$ cat config.mk
export PLATFORM = sky130hd
export DESIGN_NAME = pgood_ctrl
export DESIGN_NICKNAME = d
export VERILOG_FILES = /design/src/rtl/pg_pkg.sv /design/src/rtl/pg_dis_decode.sv /design/src/rtl/pg_uv_filter.sv /design/src/rtl/pg_ov_latch.sv /design/src/rtl/pgood_ctrl.sv
export SDC_FILE = /design/constraint.sdc
export NUM_CORES = 1
export LEC_CHECK = 0
export ABC_AREA = 1
export BUFFER_PORTS_ARGS = -buffer_cell sky130_fd_sc_hd__buf_2
export CAP_MARGIN = 10
export CORE_AREA = 2 2 39 41
export DETAILED_ROUTE_END_ITERATION = 6
export DIE_AREA = 0 0 41 43
export MAX_ROUTING_LAYER = met4
export PLACE_DENSITY = 0.4
export SYNTH_ARGS = -nofsm -noshare
export SYNTH_HDL_FRONTEND = slang
export SYNTH_SLANG_ARGS = --single-unit
$ cat constraint.sdc
create_clock -name clk_i -period 0.94 [get_ports clk_i]
set_input_delay 0.047 -clock clk_i [delete_from_list [all_inputs] [get_ports clk_i]]
set_output_delay 0.047 -clock clk_i [all_outputs]
set_load 0.01 [all_outputs]
$ cat src/rtl/pg_pkg.sv
package pg_pkg;
  typedef struct packed {
    logic por;
    logic pin_lo;
    logic logic_lo;
    logic no_cpu;
  } dis_src_t;
endpackage

$ cat src/rtl/pg_dis_decode.sv
module pg_dis_decode
  import pg_pkg::*;
#(
  parameter int VID_W = 6
) (
  input  logic             por_i,
  input  logic             en_pin_i,
  input  logic             en_logic_i,
  input  logic [VID_W-1:0] vid_i,
  output dis_src_t         src_o,
  output logic             dis_o
);
  localparam logic [VID_W-1:0] NO_CPU = '1;

  always_comb begin
    src_o.por      = por_i;
    src_o.pin_lo   = ~en_pin_i;
    src_o.logic_lo = ~en_logic_i;
    src_o.no_cpu   = (vid_i == NO_CPU);
    dis_o          = |src_o;
  end
endmodule

$ cat src/rtl/pg_uv_filter.sv
module pg_uv_filter #(
  parameter int UV_FILT = 2
) (
  input  logic clk_i,
  input  logic rst_ni,
  input  logic uv_i,
  output logic trip_d_o
);
  localparam int CNT_W = $clog2(UV_FILT + 1);
  localparam logic [CNT_W-1:0] CNT_MAX = CNT_W'(UV_FILT);

  logic [CNT_W-1:0] cnt_q, cnt_d;

  always_comb begin
    if (!uv_i)                cnt_d = '0;
    else if (cnt_q == CNT_MAX) cnt_d = cnt_q;
    else                      cnt_d = cnt_q + 1'b1;
    trip_d_o = (cnt_d == CNT_MAX);
  end

  always_ff @(posedge clk_i or negedge rst_ni) begin
    if (!rst_ni) cnt_q <= '0;
    else         cnt_q <= cnt_d;
  end

  // count never exceeds the filter length
  a_r5_cnt_bound: assert property (@(posedge clk_i) disable iff (!rst_ni)
    cnt_q <= CNT_MAX);
  // a low sample restarts the count
  a_r5_cnt_restart: assert property (@(posedge clk_i) disable iff (!rst_ni)
    !uv_i |=> cnt_q == '0);
endmodule

$ cat src/rtl/pg_ov_latch.sv
module pg_ov_latch (
  input  logic clk_i,
  input  logic rst_ni,
  input  logic ov_i,
  input  logic clr_i,
  output logic ov_q_o
);
  always_ff @(posedge clk_i or negedge rst_ni) begin
    if (!rst_ni)    ov_q_o <= 1'b0;
    else if (clr_i) ov_q_o <= 1'b0;
    else if (ov_i)  ov_q_o <= 1'b1;
  end

  a_r8_ov_set: assert property (@(posedge clk_i) disable iff (!rst_ni)
    ov_i && !clr_i |=> ov_q_o);
  a_r9_ov_sticky: assert property (@(posedge clk_i) disable iff (!rst_ni)
    ov_q_o && !clr_i |=> ov_q_o);
  a_r9_ov_clear: assert property (@(posedge clk_i) disable iff (!rst_ni)
    clr_i |=> !ov_q_o);
endmodule

$ cat src/rtl/pgood_ctrl.sv
module pgood_ctrl
  import pg_pkg::*;
#(
  parameter int VID_W   = 6,
  parameter int UV_FILT = 2
) (
  input  logic             clk_i,
  input  logic             rst_ni,
  input  logic             ss_done_i,
  input  logic             por_i,
  input  logic             en_pin_i,
  input  logic             en_logic_i,
  input  logic [VID_W-1:0] vid_i,
  input  logic             uv_i,
  input  logic             ov_i,
  output logic             pgood_o,
  output logic             pg_pd_o,
  output logic             ov_shdn_o
);
  dis_src_t src;
  logic     dis;
  logic     uv_trip_d;
  logic     armed_q, armed_d;
  logic     pg_q;

  pg_dis_decode #(.VID_W(VID_W)) u_dis (
    .por_i     (por_i),
    .en_pin_i  (en_pin_i),
    .en_logic_i(en_logic_i),
    .vid_i     (vid_i),
    .src_o     (src),
    .dis_o     (dis)
  );

  pg_uv_filter #(.UV_FILT(UV_FILT)) u_uv (
    .clk_i   (clk_i),
    .rst_ni  (rst_ni),
    .uv_i    (uv_i),
    .trip_d_o(uv_trip_d)
  );

  // latch clear: power-on reset or enable pin low only
  pg_ov_latch u_ov (
    .clk_i (clk_i),
    .rst_ni(rst_ni),
    .ov_i  (ov_i),
    .clr_i (src.por | src.pin_lo),
    .ov_q_o(ov_shdn_o)
  );

  always_comb begin
    if (dis)            armed_d = 1'b0;
    else if (ss_done_i) armed_d = 1'b1;
    else                armed_d = armed_q;
  end

  always_ff @(posedge clk_i or negedge rst_ni) begin
    if (!rst_ni) begin
      armed_q <= 1'b0;
      pg_q    <= 1'b0;
    end else begin
      armed_q <= armed_d;
      pg_q    <= armed_d & ~uv_trip_d;
    end
  end

  assign pgood_o = pg_q;
  assign pg_pd_o = ~pg_q;

  a_r4_dis_low: assert property (@(posedge clk_i) disable iff (!rst_ni)
    dis |=> !pgood_o);
  a_r2_rise_enabled: assert property (@(posedge clk_i) disable iff (!rst_ni)
    $rose(pgood_o) |-> !$past(dis));
  a_r3_rise_armed: assert property (@(posedge clk_i) disable iff (!rst_ni)
    $rose(pgood_o) |-> $past(ss_done_i) || $past(armed_q));
  a_r5_fall_cause: assert property (@(posedge clk_i) disable iff (!rst_ni)
    $fell(pgood_o) && !$past(dis) |-> $past(uv_i) && $past(uv_i, 2));
  a_r10_pd_inverse: assert property (@(posedge clk_i) disable iff (!rst_ni)
    pg_pd_o != pgood_o);
endmodule

==> results of run 1 <==
[per-stage QoR]
step | cell area (sq um) | setup slack, ps | hold slack (ps)
finish | 373 | 6.08 | 27.8
global route | 373 | -49.4 | 42.9
CTS | 368 | -8.47 | 9.20
detailed placement | 330 | -2.49 | -132
global placement | 330 | 3.13 | -132
floorplan | 230 | 32.1 | -249
[path summary, 6_finish.rpt]
kind	startpoint	to	slack (ps)
setup / recovery	u_uv.cnt_q[1]$_DFF_PN0_	pgood_o$_DFF_PN0_	6
hold / removal	uv_i	u_uv.cnt_q[0]$_DFF_PN0_	30
setup reg to reg	u_uv.cnt_q[1]$_DFF_PN0_	pgood_o$_DFF_PN0_	6
hold reg to reg	u_ov.ov_q_o$_DFFE_PN0P_	u_ov.ov_q_o$_DFFE_PN0P_	500
max in group asynchronous	rst_ni	u_uv.cnt_q[0]$_DFF_PN0_	660
min in group asynchronous	rst_ni	pgood_o$_DFF_PN0_	140
[area by class of cell]
class                           count  area, sq um
Timing Repair Buffer               17         90.1
Multi-Input combinational cell     16         80.1
Clock buffer                        3         22.5
Tap cell                           16         20.0
Sequential cell                     5          125
Fill cell                         163         1010
Inverter                            8         30.0
Clock inverter                      1         5.00
[per-layer routing]
layer	up-vias	wire [microns]
li1	122	-
met1	98	148
met2	5	241
met3	0	19
met4	0	0
met5	-	0
[critical path, stage by stage, from the launching register on]
cell     delay (ps)
dfrtp_1         320
inv_1            40
ha_1            270
nand2_2          60
nor2_2          110
nor2_2           30
[sequential cells by signal, summed over array words and instances, names as in the netlist]
signal       cells
u_uv.cnt_q       2
pgood_o          1
u_ov.ov_q_o      1
armed_q          1
[layout by cell type (no fill, tap or decap), drive strengths merged]
cell and n:
buf 16, nand2 8, inv 7, nor2 6
dfrtp 5, clkbuf 3, clkinv 2, o21ai 1
ha 1, dlygate4sd3 1
[cell families (layout without fill, tap and decap cells)]
group,Yosys count,after routing,share of synthesized area [%]
simple gates,14,14,25.0
buf+inv,8,29,13.0
flops,5,5,54.3
fa+ha+maj,1,1,5.43
compound gates,1,1,2.17
[repair_timing]
action / in CTS / in global routing
hold buffers: 1 / 0
buffers inserted: 0 / 0
gates resized for setup: 0 / 2
endpoints found under the setup margin: 1 / 1
hold endpoints to repair: 5 / 0
pin swaps: 0 / 4
[power by group through the flow]
stage	clock (uW)	combinational (uW)	sequential (uW)
2_1_floorplan	0	51.4	246
3_3_place_gp	0	95.4	245
3_5_place_dp	0	96.0	245
4_1_cts	259	99.7	242
5_1_grt	274	128	245
6_report	249	109	241
==> results.md, run 1 <==
- Status: finished clean
- Netlist cell types: 9
- Grt met3 use: 1.57%
- Pre-antenna DRT Iters: 1
- Max-cap violations: 0
- Top post-synthesis cells by count: 7 x inv_1, 7 x nand2_1, 5 x dfrtp_1, 5 x nor2_1
- F_max: 1070 MHz
- GRT overflow: 0
- Post-synth EDFFs: 0
- Crit Path Category: flop to flop
- Die height: 43 microns
- Initial antenna violation count: 0
- Final Hold Viols: 0
- Switching part of the total: 25.9%
- P_leak: 0.000227 uW
- Final std cells w/o fill: 66
- Core area: 0.00138 sq mm
- CTS tree: done
- Fin. max-slew vios: 0
- Power Internal: 445 uW
- Final worst path period need: 934 ps
- Pwr/cell area: 1610 mW/mm^2
- Global Route met1 Usage: 6.23%
- Synth area leader: dfrtp_1
- Clock sinks: 5
- Root Buffer: clkbuf_4
- CP Max Fanout: 2
- H-tree depth: 1
- Psw: 155 uW
- Port Buf Inserts: 16
- Combinational share of power: 18.2%
- Largest net degree at the start of global routing: 6
- Layout cells sized above 1: 48.0%
- Final setup fails: 0
- Top cells by area, synth: dfrtp_1 54%, inv_1 11%, nand2_1 11%, nor2_1 8.2%, ha_1 5.4%
- Worst-Margin Slew: 145 ps
- Met2 usage: 10.3%
- Hold path cells: 3
- Post-synth ARST share: 100%
- Crit path launch type: flop
- DRC: 0
- Post-layout util: 26.9%
- Synth Flop Type: dfrtp_1
- Flops & latches, synth: 5
- Vias in the first global route: 209
- Seq pwr share: 40.2%
- YS warnings: 0
- Worst vdd ir: 0.356 mV
- IO Pins: 17
- Syn Inst Count: 29
- Clock buffer depth: 2
- Starting Density: 16.6%
- Number of nets in the layout: 66
- Die area: 0.00176 sq mm
- WL per Instance: 6.18 microns
- Syn avg cell area: 7.94 sq um
- GRT Overall Usage: 6.63%
- Die X: 41 microns
- Final period util: 99.4%
- Global-route wire length before repair: 738 microns
- DR vias/cell: 3.41
- # diodes: 0
- Worst skew pair latency: 240 ps
- Synthesis-to-finish area growth: 62.0%
- Worst r2r path cells: 5
- Crit. End Element: flop
- Critical Path RT: 1080 ps
- WL final: 408 microns
- TNS Setup: 0 ps
- GP Congestion: 0.585
- Synthesized net count: 44
- Reg clk slew, reported paths: 50 ps
- RSZ-0062 raised after global routing: yes
- Antenna-violating nets left: 0
- # placed instances: 61
- Clock share of power: 41.5%
- Hold WC Path Type: primary input to flop
- Sequential share of the synthesized area: 54.3%
- Setup Skew: 11.8 ps
- Relative slew slack: 90.3%
- Overall Power: 600 uW
- Busiest grt layer: met2
- Initial DRC count: 0
- Post-Syn Area: 230 sq um
- DR vias: 225
- Total CTS buffers: 3
- Crit path DAT: 1070 ps
- Rows: 14
- Top-area cell type share of the netlist area: 54.3%
(Power assumes the default switching activity.)
==> run 2, diff against run 1 <==
--- a/config.mk
+++ b/config.mk
@@ -12,7 +12,6 @@
 export DETAILED_ROUTE_END_ITERATION = 6
 export DIE_AREA = 0 0 41 43
 export MAX_ROUTING_LAYER = met4
-export PLACE_DENSITY = 0.4
 export SYNTH_ARGS = -nofsm -noshare
 export SYNTH_HDL_FRONTEND = slang
 export SYNTH_SLANG_ARGS = --single-unit
==> results.md, run 2 (same netlist as run 1, synthesis figures left out) <==
- Status: finished, violations left
- Failing checks: negative setup slack
- Final period util: 102%
- Pre-antenna DRT Iters: 1
- Worst vdd ir: 0.306 mV
- Final Hold Viols: 0
- Clock sinks: 5
- M1 WL: 156 microns
- Vias in the first global route: 205
- IO Pins: 17
- Psw: 138 uW
- WL per Instance: 6.27 microns
- Crit. End Element: flop
- GRT overflow: 0
- Seq pwr share: 41.3%
- Setup WS post-layout: -17.8 ps
- Final std cells w/o fill: 66
- GRT Overall Usage: 6.90%
- DR vias/cell: 3.53
- Worst path cell trace: inv_1, ha_1, nand2_1, nor2_1, nor2_2
- Pwr/cell area: 1590 mW/mm^2
- Final setup fails: 1
- Max reg flops: 2
- Relative slew slack: 90.9%
- WL final: 414 microns
- Die X: 41 microns
- Initial DRC count: 0
- Switching part of the total: 23.6%
- GP Congestion: 0.571
- Die height: 43 microns
- Biggest register: u_uv.cnt_q
- Overall Power: 584 uW
- Hold WC Path Type: primary input to flop
- Fin. max-slew vios: 0
- Synthesis-to-finish area growth: 59.2%
- RSZ-0062 raised after global routing: yes
- Global-route wire length before repair: 703 microns
- Max-cap violations: 0
- Port Buf Inserts: 16
- Highest metal used: met3
- Detailed route wirelength on metal2: 201 microns
- # placed instances: 61
- Reg clk slew, reported paths: 40 ps
- Crit-path leading delay family: flip-flops
- DR vias: 233
- Crit path buf inv count: 1
- Final worst path period need: 958 ps
- DRC: 0
- Fill cells: 166
- # diodes: 0
- Core area: 0.00138 sq mm
- Die area: 0.00176 sq mm
- Worst-Margin Slew: 135 ps
- P_leak: 0.000224 uW
- Setup repair bufs after CTS: 0
- Largest net degree at the start of global routing: 6
- Crit path DAT: 1090 ps
- Antenna-violating nets left: 0
- Clock share of power: 41.4%
- Slowest-stage cell, CP: dfrtp_1
- Leading cell type in the layout, fill and taps excluded: buf_2
- Starting Density: 16.6%
- Crit Path Category: flop to flop
- Critical Path Max Stage Delay: 310 ps
- F_max: 1040 MHz
- CP Max Fanout: 2
- CTS tree: done
- Combinational share of power: 17.2%
- Crit path launch type: flop
- Commonest non-fill, non-tap cells in the layout: 16 x buf_2, 7 x inv_1, 7 x nand2_1
- Power Internal: 446 uW
- Critical Path RT: 1070 ps
- Clock buffer depth: 2
- Number of nets in the layout: 66
- Setup Skew: 0.0373 ps
- H-tree depth: 1
- Total CTS buffers: 3
- Worst skew pair latency: 240 ps
- Layout cells sized above 1: 42.0%
- DR WL met3: 55 microns
- Initial antenna violation count: 0
- Rows: 14
- Root Buffer: clkbuf_4
-- run 2: changes by cell type in the layout (fill, tap and decap cells not counted), sizes merged --
cell and delta:
clkbuf +1, clkinv -1
-- run 2: final cells by class --
| class | count | area [sq um] | share of cell area, % |
|---|---|---|---|
| Clock buffer | 4 | 26.3 | 7.17 |
| Inverter | 8 | 30.0 | 8.19 |
| Multi-Input combinational cell | 16 | 75.1 | 20.5 |
| Sequential cell | 5 | 125 | 34.1 |
| Tap cell | 16 | 20.0 | 5.46 |
| Timing Repair Buffer | 17 | 90.1 | 24.6 |
-- run 2: path summary, 6_finish.rpt --
| kind | end | start | slack, ps | depth (start not counted) |
|---|---|---|---|---|
| worst max-delay path | pgood_o$_DFF_PN0_ | u_uv.cnt_q[1]$_DFF_PN0_ | -20 | 5 |
| worst min-delay path | u_uv.cnt_q[0]$_DFF_PN0_ | uv_i | 20 | 3 |
| worst max register to register | pgood_o$_DFF_PN0_ | u_uv.cnt_q[1]$_DFF_PN0_ | -20 | 5 |
| worst min register to register | u_ov.ov_q_o$_DFFE_PN0P_ | u_ov.ov_q_o$_DFFE_PN0P_ | 490 | 2 |
| max in group asynchronous | u_uv.cnt_q[1]$_DFF_PN0_ | rst_ni | 660 | 2 |
| min in group asynchronous | pgood_o$_DFF_PN0_ | rst_ni | 150 | 2 |
-- run 2: what timing repair did --
item	4_1_cts	5_1_grt
gates cloned	0	0
hold buffers	1	0
endpoints found under the hold margin	5	0
endpoints found under the setup margin	1	1
resized for setup	0	0
pin swaps	0	4
-- run 2: power groups by stage --
stage | clock (uW) | combinational [uW] | sequential, uW
final | 242 | 101 | 242
after global routing | 271 | 119 | 244
after CTS | 256 | 103 | 242
after detailed placement | 0 | 97.5 | 245
after global placement | 0 | 91.8 | 245
after floorplan | 0 | 51.4 | 246
-- run 2: worst min-delay path: cells and delay by family --
kind / cells / cell delay, ps
AND/OR/NAND/NOR: 1 / 40
buffers and inverters: 2 / 130
-- run 2: metrics by stage --
stage          cell area [sq um]  hold slack (ps)  setup TNS (ps)  setup slack [ps]  util (%)
2_1_floorplan                230             -249               0              32.1         -
3_3_place_gp                 330             -135          -0.202            -0.202      23.9
3_5_place_dp                 330             -134           -13.6             -13.6      23.9
4_1_cts                      367             9.04           -29.2             -29.2      26.5
5_1_grt                      367             30.1           -76.4             -76.4      26.5
6_report                     367             17.7           -17.8             -17.8      26.5
-- run 2: routing by layer --
metal | vias up | GRT usage [%]
li1 | 125 | -
met1 | 96 | 4.84
met2 | 12 | 9.69
met3 | 0 | 6.28
met4 | 0 | 6.00
met5 | - | -
